File: src/rtl/acr_pkg.sv
// Shared constants and types for the audio control register block.
// Assumes quadlet addressing; event bit positions are fixed by the host side.
package acr_pkg;
    typedef enum logic [1:0] {
        OP_READ  = 2'd0,
        OP_WRITE = 2'd1,
        OP_CAS   = 2'd2
    } req_op_e;

    localparam logic [63:0] NO_OWNER   = 64'hFFFF_0000_0000_0000;
    localparam logic [15:0] CLKSEL_RST = 16'h020C;

    localparam int A_OWN_HI = 0;
    localparam int A_OWN_LO = 1;
    localparam int A_EVENT  = 2;
    localparam int A_CLKSEL = 3;
    localparam int A_RUN    = 4;
    localparam int A_STATUS = 5;
    localparam int A_EXT    = 6;

    localparam int EV_RX     = 0;
    localparam int EV_TX     = 1;
    localparam int EV_LOCK   = 4;
    localparam int EV_CLKACC = 5;
    localparam int EV_EXT    = 6;

    localparam int SLIP_LSB = 16;
endpackage

File: src/rtl/acr_owner.sv
// Owner address register. Changes only by compare-and-swap or bus reset.
// Assumes cas_en is a single-cycle strobe already decoded for the owner.
module acr_owner import acr_pkg::*; (
    input  logic        clk,
    input  logic        rst_n,
    input  logic        bus_reset,
    input  logic        cas_en,
    input  logic [63:0] cmp,
    input  logic [63:0] swap,
    output logic [63:0] owner_q
);
    // Hold owner; bus reset wins over a same-cycle swap.
    always_ff @(posedge clk) begin
        if (!rst_n || bus_reset)
            owner_q <= NO_OWNER;
        else if (cas_en && owner_q == cmp)
            owner_q <= swap;
    end

    assert_busrst_owner_R4: assert property (@(posedge clk) disable iff (!rst_n)
        bus_reset |=> owner_q == NO_OWNER);

    assert_cas_miss_R2: assert property (@(posedge clk) disable iff (!rst_n)
        (!cas_en && !bus_reset) |=> $stable(owner_q));
endmodule

File: src/rtl/acr_sync_status.sv
// Clock status tracker: registers lock flags to detect changes and keeps
// sticky per-source slip flags. Assumes slip inputs are already synchronous.
module acr_sync_status #(
    parameter int NUM_SRC = 11
) (
    input  logic               clk,
    input  logic               rst_n,
    input  logic [NUM_SRC-1:0] src_locked,
    input  logic [NUM_SRC-1:0] src_slip,
    input  logic               cur_locked,
    input  logic               rd_clear,
    output logic [NUM_SRC-1:0] slip_q,
    output logic               ext_chg,
    output logic               cur_chg
);
    logic [NUM_SRC-1:0] lock_q;
    logic               cur_q;

    // Remember last lock state to find changes.
    always_ff @(posedge clk) begin
        if (!rst_n) begin
            lock_q <= '0;
            cur_q  <= 1'b0;
        end else begin
            lock_q <= src_locked;
            cur_q  <= cur_locked;
        end
    end

    assign ext_chg = |(src_locked ^ lock_q);
    assign cur_chg = cur_locked ^ cur_q;

    // One sticky flag per source; a new pulse beats the clearing read.
    for (genvar g = 0; g < NUM_SRC; g++) begin : g_slip
        always_ff @(posedge clk) begin
            if (!rst_n)
                slip_q[g] <= 1'b0;
            else
                slip_q[g] <= src_slip[g] | (slip_q[g] & ~rd_clear);
        end
    end

    assert_slip_keep_R10: assert property (@(posedge clk) disable iff (!rst_n)
        !rd_clear |=> ((slip_q & $past(slip_q)) == $past(slip_q)));

    assert_slip_set_R10: assert property (@(posedge clk) disable iff (!rst_n)
        (|src_slip) |=> ((slip_q & $past(src_slip)) == $past(src_slip)));
endmodule

File: src/rtl/acr_notify.sv
// Event word and notification port. New events replace the word and the
// pending notification; assumes the owner input is the current owner value.
module acr_notify #(
    parameter int EV_W = 32
) (
    input  logic            clk,
    input  logic            rst_n,
    input  logic [EV_W-1:0] ev,
    input  logic [63:0]     owner,
    input  logic            ready,
    output logic            valid,
    output logic [EV_W-1:0] evt_q,
    output logic [63:0]     dest_q
);
    // Capture new events, otherwise retire an accepted notification.
    always_ff @(posedge clk) begin
        if (!rst_n) begin
            valid  <= 1'b0;
            evt_q  <= '0;
            dest_q <= '0;
        end else if (|ev) begin
            valid  <= 1'b1;
            evt_q  <= ev;
            dest_q <= owner;
        end else if (valid && ready) begin
            valid  <= 1'b0;
        end
    end

    assert_hold_R8: assert property (@(posedge clk) disable iff (!rst_n)
        (valid && !ready && ev == '0) |=> (valid && $stable(evt_q) && $stable(dest_q)));

    assert_raise_R7: assert property (@(posedge clk) disable iff (!rst_n)
        (|ev) |=> valid);
endmodule

File: src/rtl/audio_ctl_regs.sv
// Control and status register file for an audio streaming device.
// Decodes quadlet read/write and owner compare-and-swap, answers one cycle
// later, and raises notifications. Assumes NUM_SRC <= 16.
module audio_ctl_regs import acr_pkg::*; #(
    parameter int NUM_SRC = 11,
    parameter int ADDR_W  = 4
) (
    input  logic               clk,
    input  logic               rst_n,
    input  logic               bus_reset,
    input  logic               req_valid,
    input  logic [1:0]         req_op,
    input  logic [ADDR_W-1:0]  req_addr,
    input  logic [31:0]        req_wdata,
    input  logic [63:0]        req_cmp,
    input  logic [63:0]        req_swap,
    output logic               rsp_valid,
    output logic [31:0]        rsp_rdata,
    output logic [63:0]        rsp_old,
    input  logic [NUM_SRC-1:0] src_locked,
    input  logic [NUM_SRC-1:0] src_slip,
    input  logic               cur_locked,
    input  logic [7:0]         nominal_rate,
    input  logic               rx_cfg_chg,
    input  logic               tx_cfg_chg,
    output logic [7:0]         clk_source,
    output logic [7:0]         clk_rate,
    output logic               stream_run,
    output logic               ntf_valid,
    input  logic               ntf_ready,
    output logic [31:0]        ntf_event,
    output logic [63:0]        ntf_dest
);
    localparam int EV_W = 32;

    logic               is_rd, is_wr, is_cas;
    logic               cas_own, wr_clksel, wr_run, ext_clear;
    logic [63:0]        owner_q;
    logic [15:0]        clksel_q;
    logic [31:0]        run_q;
    logic [NUM_SRC-1:0] slip_q;
    logic               ext_chg, cur_chg;
    logic [EV_W-1:0]    ev;
    logic [31:0]        ext_word, rd_mux;

    // Decode the request into per-register strobes.
    always_comb begin
        is_rd     = req_valid && req_op == OP_READ;
        is_wr     = req_valid && req_op == OP_WRITE;
        is_cas    = req_valid && req_op == OP_CAS;
        cas_own   = is_cas && req_addr == ADDR_W'(A_OWN_HI);
        wr_clksel = is_wr && req_addr == ADDR_W'(A_CLKSEL);
        wr_run    = is_wr && req_addr == ADDR_W'(A_RUN);
        ext_clear = is_rd && req_addr == ADDR_W'(A_EXT);
    end

    acr_owner u_owner (
        .clk      (clk),
        .rst_n    (rst_n),
        .bus_reset(bus_reset),
        .cas_en   (cas_own),
        .cmp      (req_cmp),
        .swap     (req_swap),
        .owner_q  (owner_q)
    );

    acr_sync_status #(.NUM_SRC(NUM_SRC)) u_status (
        .clk       (clk),
        .rst_n     (rst_n),
        .src_locked(src_locked),
        .src_slip  (src_slip),
        .cur_locked(cur_locked),
        .rd_clear  (ext_clear),
        .slip_q    (slip_q),
        .ext_chg   (ext_chg),
        .cur_chg   (cur_chg)
    );

    // Clock selection register; survives bus reset.
    always_ff @(posedge clk) begin
        if (!rst_n)
            clksel_q <= CLKSEL_RST;
        else if (wr_clksel)
            clksel_q <= req_wdata[15:0];
    end

    // Stream-run register; cleared by bus reset.
    always_ff @(posedge clk) begin
        if (!rst_n || bus_reset)
            run_q <= '0;
        else if (wr_run)
            run_q <= req_wdata;
    end

    assign clk_source = clksel_q[7:0];
    assign clk_rate   = clksel_q[15:8];
    assign stream_run = |run_q;

    // Gather this cycle's events into one word.
    always_comb begin
        ev            = '0;
        ev[EV_RX]     = rx_cfg_chg;
        ev[EV_TX]     = tx_cfg_chg;
        ev[EV_LOCK]   = cur_chg;
        ev[EV_CLKACC] = wr_clksel;
        ev[EV_EXT]    = ext_chg;
    end

    acr_notify #(.EV_W(EV_W)) u_notify (
        .clk   (clk),
        .rst_n (rst_n),
        .ev    (ev),
        .owner (owner_q),
        .ready (ntf_ready),
        .valid (ntf_valid),
        .evt_q (ntf_event),
        .dest_q(ntf_dest)
    );

    // Build the extended status word from live locks and sticky slips.
    always_comb begin
        ext_word = '0;
        ext_word[NUM_SRC-1:0] = src_locked;
        ext_word[SLIP_LSB +: NUM_SRC] = slip_q;
    end

    // Select read data by quadlet index.
    always_comb begin
        case (req_addr)
            ADDR_W'(A_OWN_HI): rd_mux = owner_q[63:32];
            ADDR_W'(A_OWN_LO): rd_mux = owner_q[31:0];
            ADDR_W'(A_EVENT):  rd_mux = ntf_event;
            ADDR_W'(A_CLKSEL): rd_mux = {16'h0, clksel_q};
            ADDR_W'(A_RUN):    rd_mux = run_q;
            ADDR_W'(A_STATUS): rd_mux = {16'h0, nominal_rate, 7'h0, cur_locked};
            ADDR_W'(A_EXT):    rd_mux = ext_word;
            default:           rd_mux = '0;
        endcase
    end

    // Register the response one cycle after the request.
    always_ff @(posedge clk) begin
        if (!rst_n) begin
            rsp_valid <= 1'b0;
            rsp_rdata <= '0;
            rsp_old   <= '0;
        end else begin
            rsp_valid <= req_valid;
            rsp_rdata <= is_rd ? rd_mux : 32'h0;
            rsp_old   <= cas_own ? owner_q : 64'h0;
        end
    end

    assert_rsp_R12: assert property (@(posedge clk) disable iff (!rst_n)
        req_valid |=> rsp_valid);

    assert_run_clear_R4: assert property (@(posedge clk) disable iff (!rst_n)
        bus_reset |=> !stream_run);

    assert_clk_accept_R5: assert property (@(posedge clk) disable iff (!rst_n)
        wr_clksel |=> (ntf_valid && ntf_event[EV_CLKACC]));

    assert_clksel_hold_R4: assert property (@(posedge clk) disable iff (!rst_n)
        !wr_clksel |=> $stable(clksel_q));
endmodule

File: config.mk
export PLATFORM = sky130hd
export DESIGN_NAME = audio_ctl_regs
export DESIGN_NICKNAME = d
export VERILOG_FILES = /design/src/rtl/acr_pkg.sv /design/src/rtl/acr_owner.sv /design/src/rtl/acr_sync_status.sv /design/src/rtl/acr_notify.sv /design/src/rtl/audio_ctl_regs.sv
export SDC_FILE = /design/constraint.sdc
export NUM_CORES = 1
export LEC_CHECK = 0
export ABC_CLOCK_PERIOD_IN_PS = 2440
export BUFFER_PORTS_ARGS = -buffer_cell sky130_fd_sc_hd__buf_4
export CAP_MARGIN = 15
export CORE_UTILIZATION = 45
export DETAILED_ROUTE_END_ITERATION = 16
export MAX_ROUTING_LAYER = met4
export PLACE_DENSITY = 0.78
export SYNTH_ARGS = -nofsm -noshare
export SYNTH_HDL_FRONTEND = slang
export SYNTH_SLANG_ARGS = --single-unit
File: constraint.sdc
create_clock -name clk -period 2.44 [get_ports clk]
set_input_delay 0 -clock clk [delete_from_list [all_inputs] [get_ports clk]]
set_output_delay 0 -clock clk [all_outputs]
set_load 0.02 [all_outputs]
==> flow_summary.ini, run 1 <==
[cts]
cts_buffers = 30
root_buffer = clkbuf_16
path_clk_slew_ns = 0.06
cts_sinks = 302
insertion_delay_ns = 0.56
h-tree-depth = 1
cts_tree = yes
cts_buffer_depth = 3

[yosys]
yosysSeqAreaShare_pct = 51.1
yosysMostFrequentCell = dfxtp_1
synth.top_cell.area_share_pct = 51.1
syn-mean-instance-area_um2 = 9.51
synthTopCellsByArea = dfxtp_1, mux2i_1, a21oi_1, nor2b_1, and2_1
synth_area_leader_cell = dfxtp_1
yosysUniqueCellTypes = 46
netlist_instances = 1243
async_flop_share_pct = 0
yosys_warnings = 0
netlist_area_um2 = 11800
synth_common_cells = dfxtp_1, a21oi_1, nand2_1
synth_top_flop_cell = dfxtp_1
synth_seq_cells = 302
synth_edf_count = 0

[cells_and_area]
area_growth_pct = 51.0
final_util_pct = 70.1
drive_gt1_share_pct = 29.3
num-nets-final = 2002
fill_cells = 1893

[setup_path]
worst-setup-path-type = register to register
cp.required_ns = 2.93
crit_buf_inv = 1
critical-path-top-delay-family = simple AND/OR/NAND/NOR gates
max_stage_delay_ns = 0.41
startpoint = u_owner.owner_q[10]
path_max_fanout = 37
cp-start-kind = register
crit_arrival_ns = 2.90
timing.rr.start = u_owner.owner_q[10]
cp_cell_sequence = xnor2_1 -> nand4_1 -> nor4_4 -> and4_2 -> buf_12 -> nand3_1 -> a21oi_1
cp_slowest_cell = nor4_4
crit_path_end_kind = register

[floorplanning]
dieArea_um2 = 26900
top_level_ports = 415
rows = 58
dieWidth_um = 164
start_util_pct = 46.4
design.core.area_um2 = 25500
die_y_um = 164

[job]
cap_viol_max_count = 0

[drt]
dr.first_iter.drc_count = 1088
wl_per_cell_um = 23.7
drc_errors = 0
vias = 12100
routed_wl_mm = 51.0
detail_route.first_pass.iterations = 6
antenna_left = 0
via_per_inst = 5.61

[worst_hold_path]
hold_path.class = primary input to register
hp-start = req_addr[1]

[global_route]
antenna_found_initial = 3
overflow = 0
grt_pass1_wl_mm = 71.7
grt_max_degree = 82
grt_pass1_vias = 11800
grt_usage_pct = 37.4

[power_and_ir_drop]
leakagePower_nw = 7.19
power.density_nw_per_um2 = 589
power_mw = 10.5
ir_drop_mv = 0.523

[sta]
maxSlewHeadroom_pct = 46.8
max_freq_mhz = 414
timing.final.crit_share_pct = 99.0
fin_skew_ns = 0.0139
hold_viol = 0
finalSetupTns_ns = 0
period_needed_ns = 2.42
setup_violations = 0
drv_slew = 0
tightest_slew_ns = 0.799
rsz0062_at_grt = false

[place]
place_congestion = 0.940
place_hpwl_mm = 35.6
portBuffers = 387

[outcome]
outcome = finished clean
[worst paths after layout]
kind	end	cells after the start	slack, ns
worst max-delay path	u_owner.owner_q[16]	7	0.02
worst min-delay path	rsp_rdata[0]	4	0.02
worst max register to register	u_owner.owner_q[16]	7	0.02
worst min register to register	run_q[28]	2	0.48
[repair_timing]
action / 4_1_cts / 5_1_grt
setup endpoints to repair: 64 / 64
pin swaps: 0 / 1
gates cloned: 0 / 2
hold buffers: 146 / 0
gates resized for setup: 1 / 6
hold endpoints to repair: 174 / 0
setup buffers: 0 / 2
[power by group]
group	switching (mW)	internal (mW)	total (mW)
registers	0.0277	4.98	5.01
logic	0.410	0.511	0.921
clock network	1.95	2.64	4.59
[worst min-delay path, stage by stage]
cell,delay (ns)
buf_4,0.16
a22o_1,0.16
nand2_1,0.05
a31oi_1,0.16
[per-layer routing]
layer | vias to the layer above | global-route usage [%] | share of wire (%)
met2 | 825 | 62.6 | 48
met1 | 5707 | 41.9 | 36
met4 | 0 | 21.3 | 6.3
met3 | 186 | 6.57 | 8.8
met5 | - | - | 0
li1 | 5374 | - | -
[registers in the layout, indices dropped and copies added, names as in the netlist]
name             flops
clksel_q            16
rsp_old             64
rsp_rdata           32
rsp_valid            1
run_q               32
u_notify.dest_q     64
u_notify.evt_q       5
u_notify.valid       1
u_owner.owner_q     64
u_status.cur_q       1
u_status.lock_q     11
u_status.slip_q     11
[layout by cell type (no fill, tap or decap), drive strengths merged, types with 45 or more instances in the layout]
cell type,instances
mux2i,65
and2,78
o21ai,64
clkbuf,48
xnor2,45
buf,469
dlygate4sd3,146
nand3,85
a21oi,118
nand2,113
nor2b,84
dfxtp,302
[layout make-up]
class                      instances  area (um2)  share of cell area (%)
antenna                            3        7.51                  0.0420
sequential                       302        6050                    33.9
multi-input combinational        849        5350                    30.0
clock inverter                     8        65.1                   0.364
clock buffer                      48         910                    5.09
timing repair buffer             615        5060                    28.3
tap                              330         413                    2.31
[logic make-up (layout without fill, tap and decap cells)]
family | Yosys count | in the layout | share of synthesized area (%)
compound gates | 252 | 252 | 12.7
other cells | 1 | 30 | 0.0317
xor+xnor | 76 | 76 | 5.63
simple gates | 425 | 427 | 19.5
flops | 302 | 302 | 51.1
mux | 67 | 67 | 5.79
buf+inv | 120 | 671 | 5.15
[stage by stage]
step | hold WS [ns] | setup WS (ns) | instances | cell area (um2)
3_3_place_gp | 0.223 | -0.0542 | 1946 | 15300
4_1_cts | 0.00639 | 0.00157 | 2148 | 17800
3_5_place_dp | 0.232 | -0.133 | 1946 | 15300
2_1_floorplan | 0.122 | 0.327 | 1269 | 11900
6_report | 0.0160 | 0.0243 | 2155 | 17900
5_1_grt | 0.0416 | 0.00128 | 2155 | 17900
(Power assumes the default switching activity.)
==> inputs of run 2 (changes only) <==
==> constraint.sdc (replaced) <==
create_clock -name clk -period 2.44 [get_ports clk]
set_input_delay 0.366 -clock clk [delete_from_list [all_inputs] [get_ports clk]]
set_output_delay 0.366 -clock clk [all_outputs]
set_load 0.02 [all_outputs]
==> run 2 against run 1 <==
Net effect:
- maximum frequency is 2.1% higher
- count of clock-buffer cells in the layout is 8 lower
- power fell by 0.69%
- worst hold slack better by 0.011 ns
- core utilization is 5.5 points lower
- global-route usage down 2.4 points
- largest cell class unchanged
- design area decreased by 7.9%
- cell count decreased by 6.7%
- via count is 7.9% lower
- sequential share of layout area grew 2.9 points
- setup slack better by 0.050 ns
==> flow_summary.ini, run 2 (synthesis results as in run 1) <==
[outcome]
outcome = finished clean

[global_route]
antenna_found_initial = 5
grt_pass1_vias = 10800
grt_usage_pct = 35.0
grt_pass1_wl_mm = 67.0
overflow = 0
grt_max_degree = 65

[cells_and_area]
drive_gt1_share_pct = 32.3
top_regs = rsp_old: 64 flops, u_notify.dest_q: 64 flops, u_owner.owner_q: 64 flops
final_common_cell = buf_4
fill_cells = 2107
area_growth_pct = 39.2
num-nets-final = 1856
layoutNonFillerInstCount = 2010
final_util_pct = 64.6
final_cell_mix = buf_4, dfxtp_1, a21oi_1, nand2_1, nand3_1

[sta]
drv_slew = 0
tightest_slew_ns = 0.605
hold_slack_ns = 0.0268
finalSetupTns_ns = 0
hold_viol = 0
maxSlewHeadroom_pct = 59.6
setup_violations = 0
period_needed_ns = 2.37
timing.final.crit_share_pct = 97.0
fin_skew_ns = 0.0231
max_freq_mhz = 423

[cts]
hold_buffers = 0
h-tree-depth = 1
cts_sinks = 302
cts_buffer_depth = 3
root_buffer = clkbuf_16
cts_buffers = 31
path_clk_slew_ns = 0.06
insertion_delay_ns = 0.57
cts_tree = yes

[setup_path]
r2r_cells = 10
cp_cell_sequence = nor4_1 -> nand4_1 -> or2_2 -> buf_4
max_stage_delay_ns = 0.38
crit_arrival_ns = 2.00
cp.depth = 4
crit_path_end_kind = output port
reg2reg_slack_ns = 0.09
cp_slowest_cell = nor4_1
endpoint = stream_run
startpoint = run_q[17]
cp.required_ns = 2.07
critical-path-top-delay-family = simple AND/OR/NAND/NOR gates
crit_buf_inv = 1
path_max_fanout = 3
cp-start-kind = register
worst-setup-path-type = register to output port
timing.rr.start = u_owner.owner_q[39]
r2r_end = u_owner.owner_q[52]

[worst_hold_path]
hold_depth = 3
hold_path.class = primary input to register

[power_and_ir_drop]
leakagePower_nw = 6.60
power.density_nw_per_um2 = 635
ir_drop_mv = 0.648

[drt]
dr.max_layer_used = met4
vias = 11100
drc_errors = 0
routed_wl_mm = 47.3
met3WireLength_mm = 4.03
dr.first_iter.drc_count = 1069
wl_met2_mm = 23.0
detail_route.first_pass.iterations = 6
wl_per_cell_um = 23.5
antenna_left = 0
via_per_inst = 5.54
wl_met1_mm = 17.8

[job]
cap_viol_max_count = 0

[place]
place_congestion = 0.945
portBuffers = 387
dp.cells = 1945
place_hpwl_mm = 35.3

[floorplanning]
die_y_um = 164
dieWidth_um = 164
design.core.area_um2 = 25500
start_util_pct = 46.4
dieArea_um2 = 26900
top_level_ports = 415
rows = 58
[run 2: worst min path at each step]
| stage | start | to | slack (ns) |
|---|---|---|---|
| after floorplan | run_q[20] | rsp_rdata[20] | 0.44 |
| after CTS | src_slip[1] | u_status.slip_q[1] | 0.009 |
| after global placement | run_q[28] | run_q[28] | 0.46 |
| final | src_slip[1] | u_status.slip_q[1] | 0.03 |
| after detailed placement | run_q[8] | run_q[8] | 0.47 |
| after global routing | src_slip[5] | u_status.slip_q[5] | 0.03 |
[run 2: per-stage QoR]
stage,setup slack [ns],power [mW],instance area [um2]
floorplan,0.233,5.42,11900
global placement,0.00286,5.78,15300
detailed placement,-0.124,5.79,15300
CTS,0.0382,10.5,16400
global route,-0.0548,10.7,16400
finish,0.0743,10.4,16400
[run 2: area by class of cell]
type / count / area (um2) / area share [%]
antenna: 5 / 12.5 / 0.0761
clock buffer: 40 / 860 / 5.23
clock inverter: 16 / 159 / 0.966
multi-input combinational: 848 / 5360 / 32.6
sequential: 302 / 6050 / 36.8
tap: 330 / 413 / 2.51
timing repair buffer: 469 / 3600 / 21.9
[run 2: per-layer routing]
layer  track usage [%]  vias up
li1                  -     5080
met1              40.7     5271
met2              58.4      654
met3              5.86      133
met4              17.3        0
met5                 -        -
[run 2: power by group]
group          switching, mW  internal (mW)
clock network           1.97           2.78
logic                  0.333          0.355
registers             0.0271           4.98
[run 2: tightest hold or removal path, cell delays in order]
cell and delay, ns:
buf_4 0.08, a21oi_1 0.03, nor2b_1 0.08
[run 2: what timing repair did]
action / CTS / global route
pin swaps: 2 / 3
setup buffers: 1 / 1
resized for setup: 3 / 10
endpoints found under the setup margin: 49 / 60
gates cloned: 1 / 1
==> inputs of run 3 (changes only) <==
GPL_TIMING_DRIVEN = 0   (was default)
==> run 3 against run 2 <==
Net effect:
- the run now ends with setup timing left
- die area stayed put
- wire length is 3.2% higher
- count of clock-buffer cells in the layout is 2 lower
- global-route usage is 1.1 points higher
- cell count is 2.0% higher
- combinational power is 8.4% higher
- clock skew is 0.0060 ns lower
==> flow_summary.ini, run 3 (synthesis results as in run 1) <==
[outcome]
outcome = finished, violations left
violations = setup timing

[power_and_ir_drop]
clkPwrFrac_pct = 46.5
leakagePower_nw = 6.65
ir_drop_mv = 0.493
seq_power_share_pct = 46.5
power_mw = 10.7
pwr-share-comb_pct = 6.9
switchingPower_mw = 2.40
power.density_nw_per_um2 = 644
p_int_mw = 8.34
swShare_pct = 22.3

[sta]
drv_slew = 0
timing.final.crit_share_pct = 102
rsz0062_at_grt = true
fin_skew_ns = 0.0171
period_needed_ns = 2.48
max_freq_mhz = 403
tightest_slew_ns = 1.04
maxSlewHeadroom_pct = 30.9
setup_violations = 19
hold_viol = 0
worst_slack_ns = -0.0396
finalSetupTns_ns = -0.280

[cells_and_area]
drive_gt1_share_pct = 33.1
num-nets-final = 1902
final_cell_mix = buf_4, dfxtp_1, a21oi_1, nand2_1, nand3_1
area_growth_pct = 41.1
seqCellArea_um2 = 6100
top_regs = rsp_old: 64 flops, u_notify.dest_q: 64 flops, u_owner.owner_q: 64 flops
fill_cells = 2161
multi_input_area_um2 = 5400
final_common_cell = buf_4
final_util_pct = 65.5

[setup_path]
r2r_cells = 8
reg2reg_slack_ns = -0.04
endpoint = u_owner.owner_q[62]
crit_arrival_ns = 2.89
timing.rr.start = u_owner.owner_q[63]
startpoint = u_owner.owner_q[63]
worst-setup-path-type = register to register
cp.required_ns = 2.85
crit_path_end_kind = register
path_max_fanout = 10
cp-start-kind = register
r2r_end = u_owner.owner_q[62]

[job]
cap_viol_max_count = 0

[floorplanning]
start_util_pct = 46.4
rows = 58
design.core.area_um2 = 25500
dieWidth_um = 164
top_level_ports = 415
die_y_um = 164
dieArea_um2 = 26900

[cts]
path_clk_slew_ns = 0.07
h-tree-depth = 1
cts_sinks = 302
cts_buffers = 30
cts_tree = yes
cts_buffer_depth = 3
root_buffer = clkbuf_16
insertion_delay_ns = 0.56
hold_buffers = 0

[place]
place_hpwl_mm = 37.8
portBuffers = 387
place_congestion = 0.946

[drt]
via_per_inst = 5.60
antenna_left = 0
wl_per_cell_um = 23.8
routed_wl_mm = 48.8
vias = 11500
drc_errors = 0
dr.first_iter.drc_count = 1224
detail_route.first_pass.iterations = 6

[worst_hold_path]
hold_path.class = primary input to register

[global_route]
antenna_found_initial = 1
grt_pass1_vias = 10900
grt_usage_pct = 36.1
grt_max_degree = 16
overflow = 0
grt_pass1_wl_mm = 68.7
run 3: cell count changes in the layout (fill, tap and decap cells not counted), sizes merged:
cell,before,now
clkbuf,42,106
buf,467,449
clkinv,12,8
diode,5,1
clkinvlp,0,3
bufinv,3,5
inv,1,0
or4,3,2
run 3: final cells by class:
| class | instances | area share (%) |
|---|---|---|
| antenna | 1 | 0.0150 |
| clock buffer | 38 | 5.11 |
| clock inverter | 16 | 1.32 |
| buffer | 118 | 4.06 |
| timing repair buffer | 399 | 18.1 |
| tap | 330 | 2.48 |
| multi-input combinational | 847 | 32.4 |
| sequential | 302 | 36.6 |
run 3: worst min path at each step:
| stage | from | endpoint | slack, ns | cells after the start |
|---|---|---|---|---|
| 3_3_place_gp | run_q[28] | run_q[28] | 0.46 | 2 |
| 4_1_cts | req_wdata[9] | clksel_q[9] | 0.02 | 3 |
| 5_1_grt | src_slip[2] | u_status.slip_q[2] | 0.03 | 3 |
| 3_5_place_dp | run_q[25] | run_q[25] | 0.46 | 2 |
| 6_report | req_wdata[9] | clksel_q[9] | 0.03 | 3 |
| 2_1_floorplan | run_q[20] | rsp_rdata[20] | 0.44 | 2 |
run 3: power groups by stage:
stage,Sequential (mW),Combinational (mW),Clock (mW)
final,5.00,0.746,4.99
after global routing,5.00,0.788,5.23
after global placement,5.11,0.720,0
after detailed placement,5.12,0.728,0
after floorplan,5.14,0.279,0
after CTS,5.00,0.735,5.02
run 3: layer usage:
metal / vias up / wire (um) / track usage [%]
met3: 156 / 4850 / 6.26
met2: 709 / 22900 / 58.9
met1: 5431 / 18100 / 43.0
met5: - / 0 / -
li1: 5182 / - / -
met4: 0 / 2900 / 17.9
run 3: metrics by stage:
stage | hold slack (ns) | cells | cell area (um2) | setup WS, ns
after floorplan | 0.445 | 1269 | 11900 | 0.233
after global placement | 0.458 | 1986 | 15200 | -0.825
after detailed placement | 0.464 | 1987 | 15300 | -0.895
after CTS | 0.0238 | 2042 | 16500 | 0.000616
after global routing | 0.0346 | 2051 | 16700 | -0.0438
final | 0.0269 | 2051 | 16700 | -0.0396
run 3: worst max-delay path, cell delays in order, from the launching register on:
cell     delay [ns]
dfxtp_2        0.48
xor2_1         0.11
nor4_1         0.27
nand4_1        0.28
buf_4          0.23
or4_4          0.56
buf_8          0.18
o21ai_1        0.12
nand3_1        0.09
run 3: timing repair:
action                                  4_1_cts  5_1_grt
setup buffers                                 3        8
gates resized for setup                      52       96
endpoints found under the setup margin       64       65
pin swaps                                     6        8
